===== src/rtl/lb_pkg.sv =====
package lb_pkg;
   typedef enum logic [2:0] {
      E_FREE = 3'd0,   // slot unused
      E_HOLD = 3'd1,   // uncacheable, waiting for non-speculative mark
      E_REQ  = 3'd2,   // ready to send memory request
      E_WAIT = 3'd3,   // request sent, waiting for refill
      E_DEAD = 3'd4    // flushed after send, waiting to drop refill
   } ent_state_t;
endpackage


===== src/rtl/lb_pick.sv =====
module lb_pick #(
   parameter int N     = 4,
   parameter int IDX_W = 2
) (
   input  logic [N-1:0]     vec,
   output logic             found,
   output logic [IDX_W-1:0] idx
);
   always_comb begin
      found = 1'b0;
      idx   = '0;
      for (int i = N - 1; i >= 0; i--) begin
         if (vec[i]) begin
            found = 1'b1;
            idx   = IDX_W'(i);
         end
      end
   end
endmodule


===== src/rtl/lb_entry.sv =====
module lb_entry
   import lb_pkg::*;
#(
   parameter int ADDR_W = 32,
   parameter int TAG_W  = 6
) (
   input  logic              clk,
   input  logic              rst_n,
   input  logic              alloc,
   input  logic [ADDR_W-1:0] alloc_addr,
   input  logic [TAG_W-1:0]  alloc_tag,
   input  logic              alloc_unc,
   input  logic              ns_valid,
   input  logic [TAG_W-1:0]  ns_tag,
   input  logic              flush,
   input  logic              grant,
   input  logic              refill_hit,
   output ent_state_t        state,
   output logic [ADDR_W-1:0] addr,
   output logic [TAG_W-1:0]  tag,
   output logic              unc,
   output logic              nonspec
);
   ent_state_t nxt;
   logic       ns_hit;

   assign ns_hit = ns_valid && (ns_tag == tag) && (state != E_FREE);

   always_comb begin
      nxt = state;
      unique case (state)
         E_FREE:  if (alloc)      nxt = alloc_unc ? E_HOLD : E_REQ;
         E_HOLD:  if (ns_hit)     nxt = E_REQ;
         E_REQ:   if (grant)      nxt = E_WAIT;
         E_WAIT:  if (refill_hit) nxt = E_FREE;
         E_DEAD:  if (refill_hit) nxt = E_FREE;
         default:                 nxt = E_FREE;
      endcase
      if (flush && !nonspec && state != E_FREE) begin
         if (nxt == E_WAIT)                        nxt = E_DEAD;
         else if (nxt == E_HOLD || nxt == E_REQ)   nxt = E_FREE;
      end
   end

   always_ff @(posedge clk or negedge rst_n) begin
      if (!rst_n) begin
         state   <= E_FREE;
         nonspec <= 1'b0;
         addr    <= '0;
         tag     <= '0;
         unc     <= 1'b0;
      end else begin
         state <= nxt;
         if (state == E_FREE && alloc) begin
            addr    <= alloc_addr;
            tag     <= alloc_tag;
            unc     <= alloc_unc;
            nonspec <= 1'b0;
         end else if (ns_hit) begin
            nonspec <= 1'b1;
         end
      end
   end
endmodule


===== src/rtl/lb_wake.sv =====
module lb_wake #(
   parameter int TAG_W  = 6,
   parameter int DATA_W = 32
) (
   input  logic              clk,
   input  logic              rst_n,
   input  logic              hit_v,
   input  logic [TAG_W-1:0]  hit_tag,
   input  logic [DATA_W-1:0] hit_data,
   input  logic              rf_v,
   input  logic [TAG_W-1:0]  rf_tag,
   input  logic [DATA_W-1:0] rf_data,
   output logic              skid_busy,
   output logic              wk_v,
   output logic [TAG_W-1:0]  wk_tag,
   output logic [DATA_W-1:0] wk_data
);
   logic              skid_v;
   logic [TAG_W-1:0]  skid_tag;
   logic [DATA_W-1:0] skid_data;

   assign skid_busy = skid_v;

   always_ff @(posedge clk or negedge rst_n) begin
      if (!rst_n) begin
         wk_v      <= 1'b0;
         wk_tag    <= '0;
         wk_data   <= '0;
         skid_v    <= 1'b0;
         skid_tag  <= '0;
         skid_data <= '0;
      end else if (hit_v) begin
         wk_v    <= 1'b1;
         wk_tag  <= hit_tag;
         wk_data <= hit_data;
         if (rf_v) begin
            skid_v    <= 1'b1;
            skid_tag  <= rf_tag;
            skid_data <= rf_data;
         end
      end else if (skid_v) begin
         wk_v    <= 1'b1;
         wk_tag  <= skid_tag;
         wk_data <= skid_data;
         skid_v  <= 1'b0;
      end else if (rf_v) begin
         wk_v    <= 1'b1;
         wk_tag  <= rf_tag;
         wk_data <= rf_data;
      end else begin
         wk_v <= 1'b0;
      end
   end
endmodule


===== src/rtl/load_buffer_nb.sv =====
module load_buffer_nb
   import lb_pkg::*;
#(
   parameter int NUM_ENTRIES = 4,
   parameter int ADDR_W      = 32,
   parameter int TAG_W       = 6,
   parameter int DATA_W      = 32,
   localparam int IDX_W      = (NUM_ENTRIES > 1) ? $clog2(NUM_ENTRIES) : 1
) (
   input  logic              clk,
   input  logic              rst_n,
   input  logic              issue_valid,
   input  logic [ADDR_W-1:0] issue_addr,
   input  logic [TAG_W-1:0]  issue_tag,
   input  logic              issue_uncached,
   output logic              issue_ready,
   input  logic              cache_hit,
   input  logic [DATA_W-1:0] cache_data,
   output logic              mem_req_valid,
   output logic [IDX_W-1:0]  mem_req_idx,
   output logic [ADDR_W-1:0] mem_req_addr,
   output logic              mem_req_uncached,
   input  logic              mem_req_ready,
   input  logic              refill_valid,
   input  logic [IDX_W-1:0]  refill_idx,
   input  logic [DATA_W-1:0] refill_data,
   output logic              refill_ready,
   input  logic              nonspec_valid,
   input  logic [TAG_W-1:0]  nonspec_tag,
   input  logic              flush,
   output logic              wake_valid,
   output logic [TAG_W-1:0]  wake_tag,
   output logic [DATA_W-1:0] wake_data
);
   if (NUM_ENTRIES < 2) begin : g_bad_entries
      $error("load_buffer_nb: NUM_ENTRIES must be at least 2");
   end
   if (TAG_W < 1 || ADDR_W < 1 || DATA_W < 1) begin : g_bad_width
      $error("load_buffer_nb: widths must be positive");
   end

   ent_state_t        e_state [NUM_ENTRIES];
   logic [ADDR_W-1:0] e_addr  [NUM_ENTRIES];
   logic [TAG_W-1:0]  e_tag   [NUM_ENTRIES];
   logic [NUM_ENTRIES-1:0] e_unc, ns_vec, busy, want_req;
   logic [NUM_ENTRIES-1:0] alloc_vec, grant_vec, refill_vec;

   logic             free_found;
   logic [IDX_W-1:0] free_idx;
   logic             issue_fire, hit_fire, alloc_fire, refill_fire, rf_wake;
   logic             skid_busy;
   ent_state_t       rf_state;
   logic [TAG_W-1:0] rf_tag;

   assign issue_ready  = free_found && !flush;
   assign issue_fire   = issue_valid && issue_ready;
   assign hit_fire     = issue_fire && !issue_uncached && cache_hit;
   assign alloc_fire   = issue_fire && !hit_fire;
   assign refill_ready = !skid_busy;
   assign refill_fire  = refill_valid && refill_ready;
   assign rf_wake      = refill_fire && (rf_state == E_WAIT);

   for (genvar g = 0; g < NUM_ENTRIES; g++) begin : g_ent
      assign busy[g]       = (e_state[g] != E_FREE);
      assign want_req[g]   = (e_state[g] == E_REQ);
      assign alloc_vec[g]  = alloc_fire && (free_idx == IDX_W'(g));
      assign grant_vec[g]  = mem_req_valid && mem_req_ready && (mem_req_idx == IDX_W'(g));
      assign refill_vec[g] = refill_fire && (refill_idx == IDX_W'(g));

      lb_entry #(.ADDR_W(ADDR_W), .TAG_W(TAG_W)) u_ent (
         .clk        (clk),
         .rst_n      (rst_n),
         .alloc      (alloc_vec[g]),
         .alloc_addr (issue_addr),
         .alloc_tag  (issue_tag),
         .alloc_unc  (issue_uncached),
         .ns_valid   (nonspec_valid),
         .ns_tag     (nonspec_tag),
         .flush      (flush),
         .grant      (grant_vec[g]),
         .refill_hit (refill_vec[g]),
         .state      (e_state[g]),
         .addr       (e_addr[g]),
         .tag        (e_tag[g]),
         .unc        (e_unc[g]),
         .nonspec    (ns_vec[g])
      );
   end

   lb_pick #(.N(NUM_ENTRIES), .IDX_W(IDX_W)) u_pick_free (
      .vec   (~busy),
      .found (free_found),
      .idx   (free_idx)
   );

   lb_pick #(.N(NUM_ENTRIES), .IDX_W(IDX_W)) u_pick_req (
      .vec   (want_req),
      .found (mem_req_valid),
      .idx   (mem_req_idx)
   );

   always_comb begin
      mem_req_addr     = '0;
      mem_req_uncached = 1'b0;
      rf_state         = E_FREE;
      rf_tag           = '0;
      for (int i = 0; i < NUM_ENTRIES; i++) begin
         if (mem_req_idx == IDX_W'(i)) begin
            mem_req_addr     = e_addr[i];
            mem_req_uncached = e_unc[i];
         end
         if (refill_idx == IDX_W'(i)) begin
            rf_state = e_state[i];
            rf_tag   = e_tag[i];
         end
      end
   end

   lb_wake #(.TAG_W(TAG_W), .DATA_W(DATA_W)) u_wake (
      .clk       (clk),
      .rst_n     (rst_n),
      .hit_v     (hit_fire),
      .hit_tag   (issue_tag),
      .hit_data  (cache_data),
      .rf_v      (rf_wake),
      .rf_tag    (rf_tag),
      .rf_data   (refill_data),
      .skid_busy (skid_busy),
      .wk_v      (wake_valid),
      .wk_tag    (wake_tag),
      .wk_data   (wake_data)
   );
endmodule


===== config.mk =====
export PLATFORM = sky130hd
export DESIGN_NAME = load_buffer_nb
export DESIGN_NICKNAME = d
export VERILOG_FILES = /design/src/rtl/lb_pkg.sv /design/src/rtl/lb_pick.sv /design/src/rtl/lb_entry.sv /design/src/rtl/lb_wake.sv /design/src/rtl/load_buffer_nb.sv
export SDC_FILE = /design/constraint.sdc
export NUM_CORES = 1
export LEC_CHECK = 0
export CAP_MARGIN = 30
export CORE_UTILIZATION = 45
export CTS_CLUSTER_DIAMETER = 120
export DETAILED_ROUTE_END_ITERATION = 7
export DONT_BUFFER_PORTS = 1
export HOLD_SLACK_MARGIN = 0.12
export MAX_ROUTING_LAYER = met4
export SLEW_MARGIN = 20
export SYNTH_ARGS = -nofsm -noshare
export SYNTH_HDL_FRONTEND = slang
export SYNTH_SLANG_ARGS = --single-unit

===== constraint.sdc =====
create_clock -name clk -period 4.2 [get_ports clk]
set_input_delay 0 -clock clk [delete_from_list [all_inputs] [get_ports clk]]
set_output_delay 0 -clock clk [all_outputs]
set_load 0.01 [all_outputs]

==> out/results.txt, run 1 <==
CP bufs+invs - 3
Iteration-0 DRC Markers - 528
Ys async rst share - 1.00
Yosys cell types - 60
Pre-CTS WS - 1.36 ns
I/O Buffers - 0
Initial antenna violation count - 3
WL met2 - 15500 µm
Number of global-route vias before repair - 9677
Worst Setup SP - g_ent[0].u_ent.state[2]
Detailed-route vias per instance - 5.73
Clk_lat worst skew - 0.53 ns
Crit path cell chain - nor3_1 > nor4_1 > nor3_4 > buf_4 > nand4_1 > buf_4 > mux2_1 > dlygate4sd3_1
Synth Flop Type - dfrtp_1
IO Count - 196
Crit Path Category - reg -> reg
H-tree depth - 1
Final Critical Period - 3.36 ns
Clk sink count - 250
Syn. warnings - 0
R2R Setup Slk - 0.84 ns
VDD IR max - 0.355 mV
Worst path depth - 8
Switching fraction of total power - 0.339
Startpoint class of the critical path - flip-flop
WL/cell - 20.1 µm
Crit path capture type - flip-flop
Total wire length - 32300 µm
# nets final - 1366
GRT Overall Usage - 0.245
Antenna-violating nets left - 0
Cts repair resizes - 0
Power share of the clock group - 0.263
Layout cell share with drive strength beyond 1 - 0.174
Slowest stage delay, CP - 0.74 ns
Drt first pass iters - 8
Root Buffer - clkbuf_16
CTS tree - done
CTS buffer count - 29
Worst Tran Pin Value - 0.991 ns
Total global routing overflow - 0
P_leak - 6.63 nW
RD Place Congestion - 0.834
Final worst-path cycle share - 0.799
Met3 wire length - 1890 µm
Worst setup margin - 0.844 ns
Crit Path Max Fanout - 39
WHS - -0.834 ns
Violated checks - DRC, hold timing
Most common cell on crit path - buf_4
Worst R2R Path Depth - 8
Clock skew - 0.0103 ns
Initial core utilization - 0.461
Maxcap violations - 0
Top Layer Used - met4
DPL Wire Length - 18200 µm
Seq/Total Area, Yosys - 0.518
Seq pwr share - 0.396
Post-synth EDFFs - 0
Slowest cell on crit path - nor4_1
Net switching power - 0.00340 W
Postcts setup bufs - 0
Drc violations - 16
Outcome - finished with violations
Syn avg cell area - 11.0 µm²
Slew margin rel. - 0.340
Reg clk slew, reported paths - 0.06 ns
Kind of cell adding the most delay to the critical path - buffers and inverters
Routed met1 length - 14300 µm
Reg2Reg Launch Point - g_ent[0].u_ent.state[2]
Hold crit path type - in -> async
Core area - 0.0262 mm²
PD cells - 660 mW/mm²
Final setup viols - 0
Area delta synth->final - 25.6%
Vias - 9193
Final Hold Vio Count - 250
Worst Path Arrival - 3.77 ns
Reg2Reg Capture Point - u_wake.skid_data[13]
Seq cells post-synth - 250
Max-slew violations - 0
Die Span Y - 166 µm
Clock Path Buffers - 3
Combinational share of power - 0.341
Die width - 166 µm
WP data required - 4.61 ns
Crit path to - u_wake.skid_data[13]
Syn Nets - 1219
Fmax - 298 MHz
TNS Setup - 0 ns
RSZ-0062 raised after global routing - no
Int Pwr - 0.00661 W
First-pass GRT wire length - 52900 µm
Std-Cell Rows - 59
Gate Count Post-Synth - 1100
Largest net degree at the start of global routing - 251
Hold_buf cts - 178
Die area - 0.0275 mm²
Synth Cell Area - 0.0121 mm²
power by group through the flow:
stage | Combinational, W | Clock [W] | Sequential (W)
6_report | 0.00341 | 0.00264 | 0.00397
3_3_place_gp | 0.00302 | 0 | 0.00396
3_5_place_dp | 0.00312 | 0 | 0.00399
5_1_grt | 0.00378 | 0.00281 | 0.00408
4_1_cts | 0.00341 | 0.00271 | 0.00395
2_1_floorplan | 0.00255 | 0 | 0.00379
worst register-to-register path: stages (launching register included):
cell           delay, ns
dfrtp_1             0.50
nor3_1              0.13
nor4_1              0.74
nor3_4              0.02
buf_4               0.29
nand4_1             0.15
buf_4               0.46
mux2_1              0.40
dlygate4sd3_1       0.56
registers in the layout (all words and copies together), names as in the netlist:
signal and flops:
g_ent.u_ent.addr 128, g_ent.u_ent.unc 4, g_ent.u_ent.state 12, u_wake.skid_busy 1, u_wake.wk_tag 6, g_ent.u_ent.tag 24
u_wake.skid_tag 6, u_wake.wk_v 1, u_wake.wk_data 32, u_wake.skid_data 32, g_ent.u_ent.nonspec 4
cell families (layout without fill, tap and decap cells):
group | Yosys count | count (layout) | share of synthesized area
AO/OA/AOI/OAI | 284 | 284 | 0.146
XOR/XNOR | 24 | 24 | 0.0174
buffers and inverters | 89 | 255 | 0.0344
flip-flops | 250 | 250 | 0.518
multiplexers | 159 | 159 | 0.166
other | 0 | 4 | 0
AND/OR/NAND/NOR | 294 | 294 | 0.119
stage by stage:
stage	instance area [µm²]	total power, W	hold slack (ns)	std cells	utilization
after global routing	15200	0.0107	-0.861	1604	0.579
after CTS	15200	0.0101	-0.850	1601	0.578
after floorplan	12100	0.00633	-0.296	1100	-
after global placement	12300	0.00698	-0.283	1372	0.471
after detailed placement	12400	0.00710	-0.281	1373	0.472
final	15200	0.0100	-0.834	1605	0.579
synth_stat cells (all sizes together), types with 2 or more instances:
| cell | n | area (µm²) |
|---|---|---|
| xor2 | 9 | 78.8 |
| or4 | 2 | 15.0 |
| inv | 8 | 30.0 |
| o21a | 2 | 15.0 |
| nand3 | 6 | 30.0 |
| nand2 | 167 | 627 |
| mux4 | 6 | 135 |
| a221o | 33 | 330 |
| a21oi | 70 | 350 |
| nand4 | 7 | 43.8 |
| nand3b | 3 | 22.5 |
| nor3b | 6 | 55.1 |
| clkbuf | 42 | 160 |
| nor4 | 4 | 31.3 |
| xnor2 | 15 | 131 |
| o211ai | 2 | 15.0 |
| nor2b | 39 | 244 |
| nand2b | 9 | 58.8 |
| and2 | 6 | 37.5 |
| a31oi | 3 | 18.8 |
| a211oi | 39 | 293 |
| dfrtp | 250 | 6260 |
| a32o | 2 | 20.0 |
| mux2 | 153 | 1870 |
| nand4bb | 2 | 22.5 |
| or3b | 4 | 35.0 |
| o21ai | 120 | 601 |
| nor3 | 9 | 65.1 |
| buf | 39 | 225 |
| or3 | 4 | 25.0 |
| nor2 | 20 | 75.1 |
| a21o | 2 | 15.0 |
routing by layer:
metal	GRT usage	vias to the layer above
li1	-	4244
met1	0.320	4653
met2	0.397	241
met3	0.0434	55
met4	0.0618	0
met5	-	-
placed cells by master, fill, tap and decap left out, drive strengths merged, types with 15 or more instances in the layout:
cell type and instances:
a211oi 39, a21oi 70, a221o 33, buf 19, clkbuf 43, dfrtp 250, dlygate4sd3 178, mux2 153
nand2 167, nor2 20, nor2b 39, o21ai 120, xnor2 15
cell type report:
class	instances	area, µm²
repair buffers	197	1960
diodes	4	10.0
flip-flops and latches	250	6260
clock inverters	7	135
clock buffers	43	878
well taps	335	419
inverters	8	30.0
multi-input cells	761	5480
fillers	2181	11000
worst min path at each step:
stage	endpoint	start	slack, ns
2_1_floorplan	g_ent[0].u_ent.addr[0]	rst_n	-0.30
4_1_cts	u_wake.wk_data[13]	rst_n	-0.85
3_5_place_dp	u_wake.wk_data[13]	rst_n	-0.28
5_1_grt	u_wake.wk_data[13]	rst_n	-0.86
6_report	u_wake.wk_data[13]	rst_n	-0.83
3_3_place_gp	u_wake.wk_data[13]	rst_n	-0.28
No activity file was read; power rests on OpenSTA's default activity.
==> run 2, diff against run 1 <==
==> constraint.sdc (replaced) <==
create_clock -name clk -period 2.69 [get_ports clk]
set_input_delay 0 -clock clk [delete_from_list [all_inputs] [get_ports clk]]
set_output_delay 0 -clock clk [all_outputs]
set_load 0.01 [all_outputs]
==> out/results.txt, run 2 (synthesis gave the netlist of run 1 again) <==
Outcome - finished with violations
H-tree depth - 1 (unchanged)
Clk sink count - 250 (unchanged)
Max-slew violations - 0 (unchanged)
Reg clk slew, reported paths - 0.06 ns (about the same)
Die width - 166 µm (unchanged)
Post-route cell area - 0.0156 mm² (+2.6%)
RD Place Congestion - 0.816 (-2.1%)
Largest register by flop count - g_ent.u_ent.addr
DPL Wire Length - 18500 µm (+1.7%)
Biggest regs - g_ent.u_ent.addr: 128 flops, u_wake.skid_data: 32 flops, u_wake.wk_data: 32 flops
Reg2Reg Launch Point - g_ent[3].u_ent.tag[5]
Met1 Use GR - 0.324 (+0.00439)
Initial core utilization - 0.461 (unchanged)
Violated checks - DRC, hold timing
Worst Path Arrival - 3.02 ns (-0.75 ns)
Hold_buf cts - 191 (+7.3%)
Antenna-violating nets left - 0 (unchanged)
PD cells - 1020 mW/mm² (+55%)
Worst Setup SP - g_ent[3].u_ent.tag[5]
Final worst-path cycle share - 0.965 (+0.166)
Die Span Y - 166 µm (unchanged)
Vias - 9254 (+0.66%)
Dpl cell area - 0.0125 mm² (+0.87%)
Slew margin rel. - 0.451 (+0.111)
Final Hold Vio Count - 250 (unchanged)
RSZ-0062 raised after global routing - yes
Max reg flops - 128 (unchanged)
Largest net degree at the start of global routing - 251 (unchanged)
Clock skew - 0.0167 ns (+0.00647 ns)
Drt first pass iters - 7 (-1)
Pre-CTS WS - 0.381 ns (-0.978 ns)
First-pass GRT wire length - 53400 µm (+1.0%)
Total wire length - 32400 µm (+0.28%)
# nets final - 1390 (+1.8%)
I/O Buffers - 0 (unchanged)
Commonest non-fill, non-tap cells in the layout - 242 x dfrtp_1, 191 x dlygate4sd3_1, 167 x nand2_1
CTS tree - done
Worst Tran Pin Value - 0.824 ns (-0.167 ns)
Commonest non-fill, non-tap cell in the layout - dfrtp_1
GRT Overall Usage - 0.248 (+0.00291)
Met2 GRT Util - 0.393 (-0.00424)
Routing usage on met3 - 0.0439 (+0.000477)
Crit Path Category - reg -> reg
VDD IR max - 0.566 mV (+59%)
Area taken by multi-input logic gates - 0.00555 mm² (+1.2%)
Final setup viols - 0 (unchanged)
Core area - 0.0262 mm² (unchanged)
Clock Path Buffers - 3 (unchanged)
Reg area - 0.00627 mm² (+0.14%)
TNS Setup - 0 ns (unchanged)
Total global routing overflow - 0 (unchanged)
Crit Path Max Fanout - 3 (-92%)
IO Count - 196 (unchanged)
WHS - -0.820 ns (+0.0133 ns)
Std-Cell Rows - 59 (unchanged)
Area delta synth->final - 28.8%
Crit path capture type - flip-flop
Fillers - 2168 (-0.60%)
Hold crit path type - in -> async
P_leak - 6.67 nW (+0.67%)
Die area - 0.0275 mm² (unchanged)
Worst setup margin - 0.0928 ns (-0.751 ns)
Drc violations - 8 (-8)
Initial antenna violation count - 4 (+1)
Fmax - 385 MHz (+29%)
Layout cell share with drive strength beyond 1 - 0.196 (+0.0222)
Iteration-0 DRC Markers - 729 (+38%)
Clk_lat worst skew - 0.54 ns (about the same)
Number of global-route vias before repair - 9690 (+0.13%)
Root Buffer - clkbuf_16
WP data required - 3.11 ns (-1.50 ns)
Maxcap violations - 0 (unchanged)
WL/cell - 19.9 µm (-1.4%)
CTS buffer count - 28 (-3.4%)
GRT Max-Usage Layer - met2
Tot Pwr - 0.0159 W (+59%)
Final Critical Period - 2.60 ns (-0.759 ns)
Startpoint class of the critical path - flip-flop
Detailed-route vias per instance - 5.67 (-1.0%)
-- run 2: cell count changes in the layout (fill, tap and decap cells not counted), moves of 3 or more --
| cell | change |
|---|---|
| dlygate4sd3_1 | +13 |
| buf_4 | +3 |
| dfrtp_1 | -7 |
| clkbuf_1 | -3 |
| buf_12 | +7 |
| clkinv_2 | +3 |
| a21oi_2 | +7 |
| a21oi_1 | -7 |
| dfrtp_2 | +7 |
-- run 2: power by group --
part	switching [W]	internal [W]
Combinational	0.00286	0.00262
Clock	0.00154	0.00262
Sequential	0.00105	0.00518
-- run 2: critical path: stages, from the launching register on --
cell and delay (ns):
dfrtp_1 0.41, mux4_2 0.51, dlygate4sd3_1 0.60, and2_1 0.17, a211oi_2 0.14, o21ai_1 0.09, dlygate4sd3_1 0.56
-- run 2: cell type report --
| class | count | share of cell area |
|---|---|---|
| multi-input combinational | 761 | 0.357 |
| antenna | 6 | 0.000965 |
| clock buffer | 37 | 0.0531 |
| tap | 335 | 0.0269 |
| clock inverter | 13 | 0.0125 |
| inverter | 8 | 0.00193 |
| timing repair buffer | 222 | 0.145 |
| sequential | 250 | 0.403 |
-- run 2: path summary, 6_finish.rpt --
check | slack, ns | cells past startpoint | endpoint
min in group clk | 0.11 | 4 | u_wake.wk_data[1]
max reg2reg | 0.09 | 6 | u_wake.wk_tag[5]
min reg2reg | 0.47 | 2 | g_ent[0].u_ent.addr[6]
max in group asynchronous | 2.82 | 0 | g_ent[0].u_ent.state[0]
max | 0.09 | 6 | u_wake.wk_tag[5]
min | -0.82 | 0 | u_wake.skid_data[6]
-- run 2: timing repair --
| action | CTS | global route |
|---|---|---|
| endpoints found under the hold margin | 501 | 250 |
| pin swaps | 0 | 3 |
| endpoints found under the setup margin | 33 | 48 |
| resized for setup | 1 | 24 |
| setup buffers | 1 | 4 |
-- run 2: per-layer routing --
metal | up-vias | part of all wire
li1 | 4291 | -
met1 | 4681 | 0.44
met2 | 220 | 0.48
met3 | 62 | 0.051
met4 | 0 | 0.026
met5 | - | 0
-- run 2: metrics by stage --
| stage | utilization | instances |
|---|---|---|
| 4_1_cts | 0.588 | 1622 |
| 3_3_place_gp | 0.476 | 1380 |
| 3_5_place_dp | 0.476 | 1380 |
| 5_1_grt | 0.594 | 1632 |
| 6_report | 0.594 | 1632 |
| 2_1_floorplan | - | 1100 |
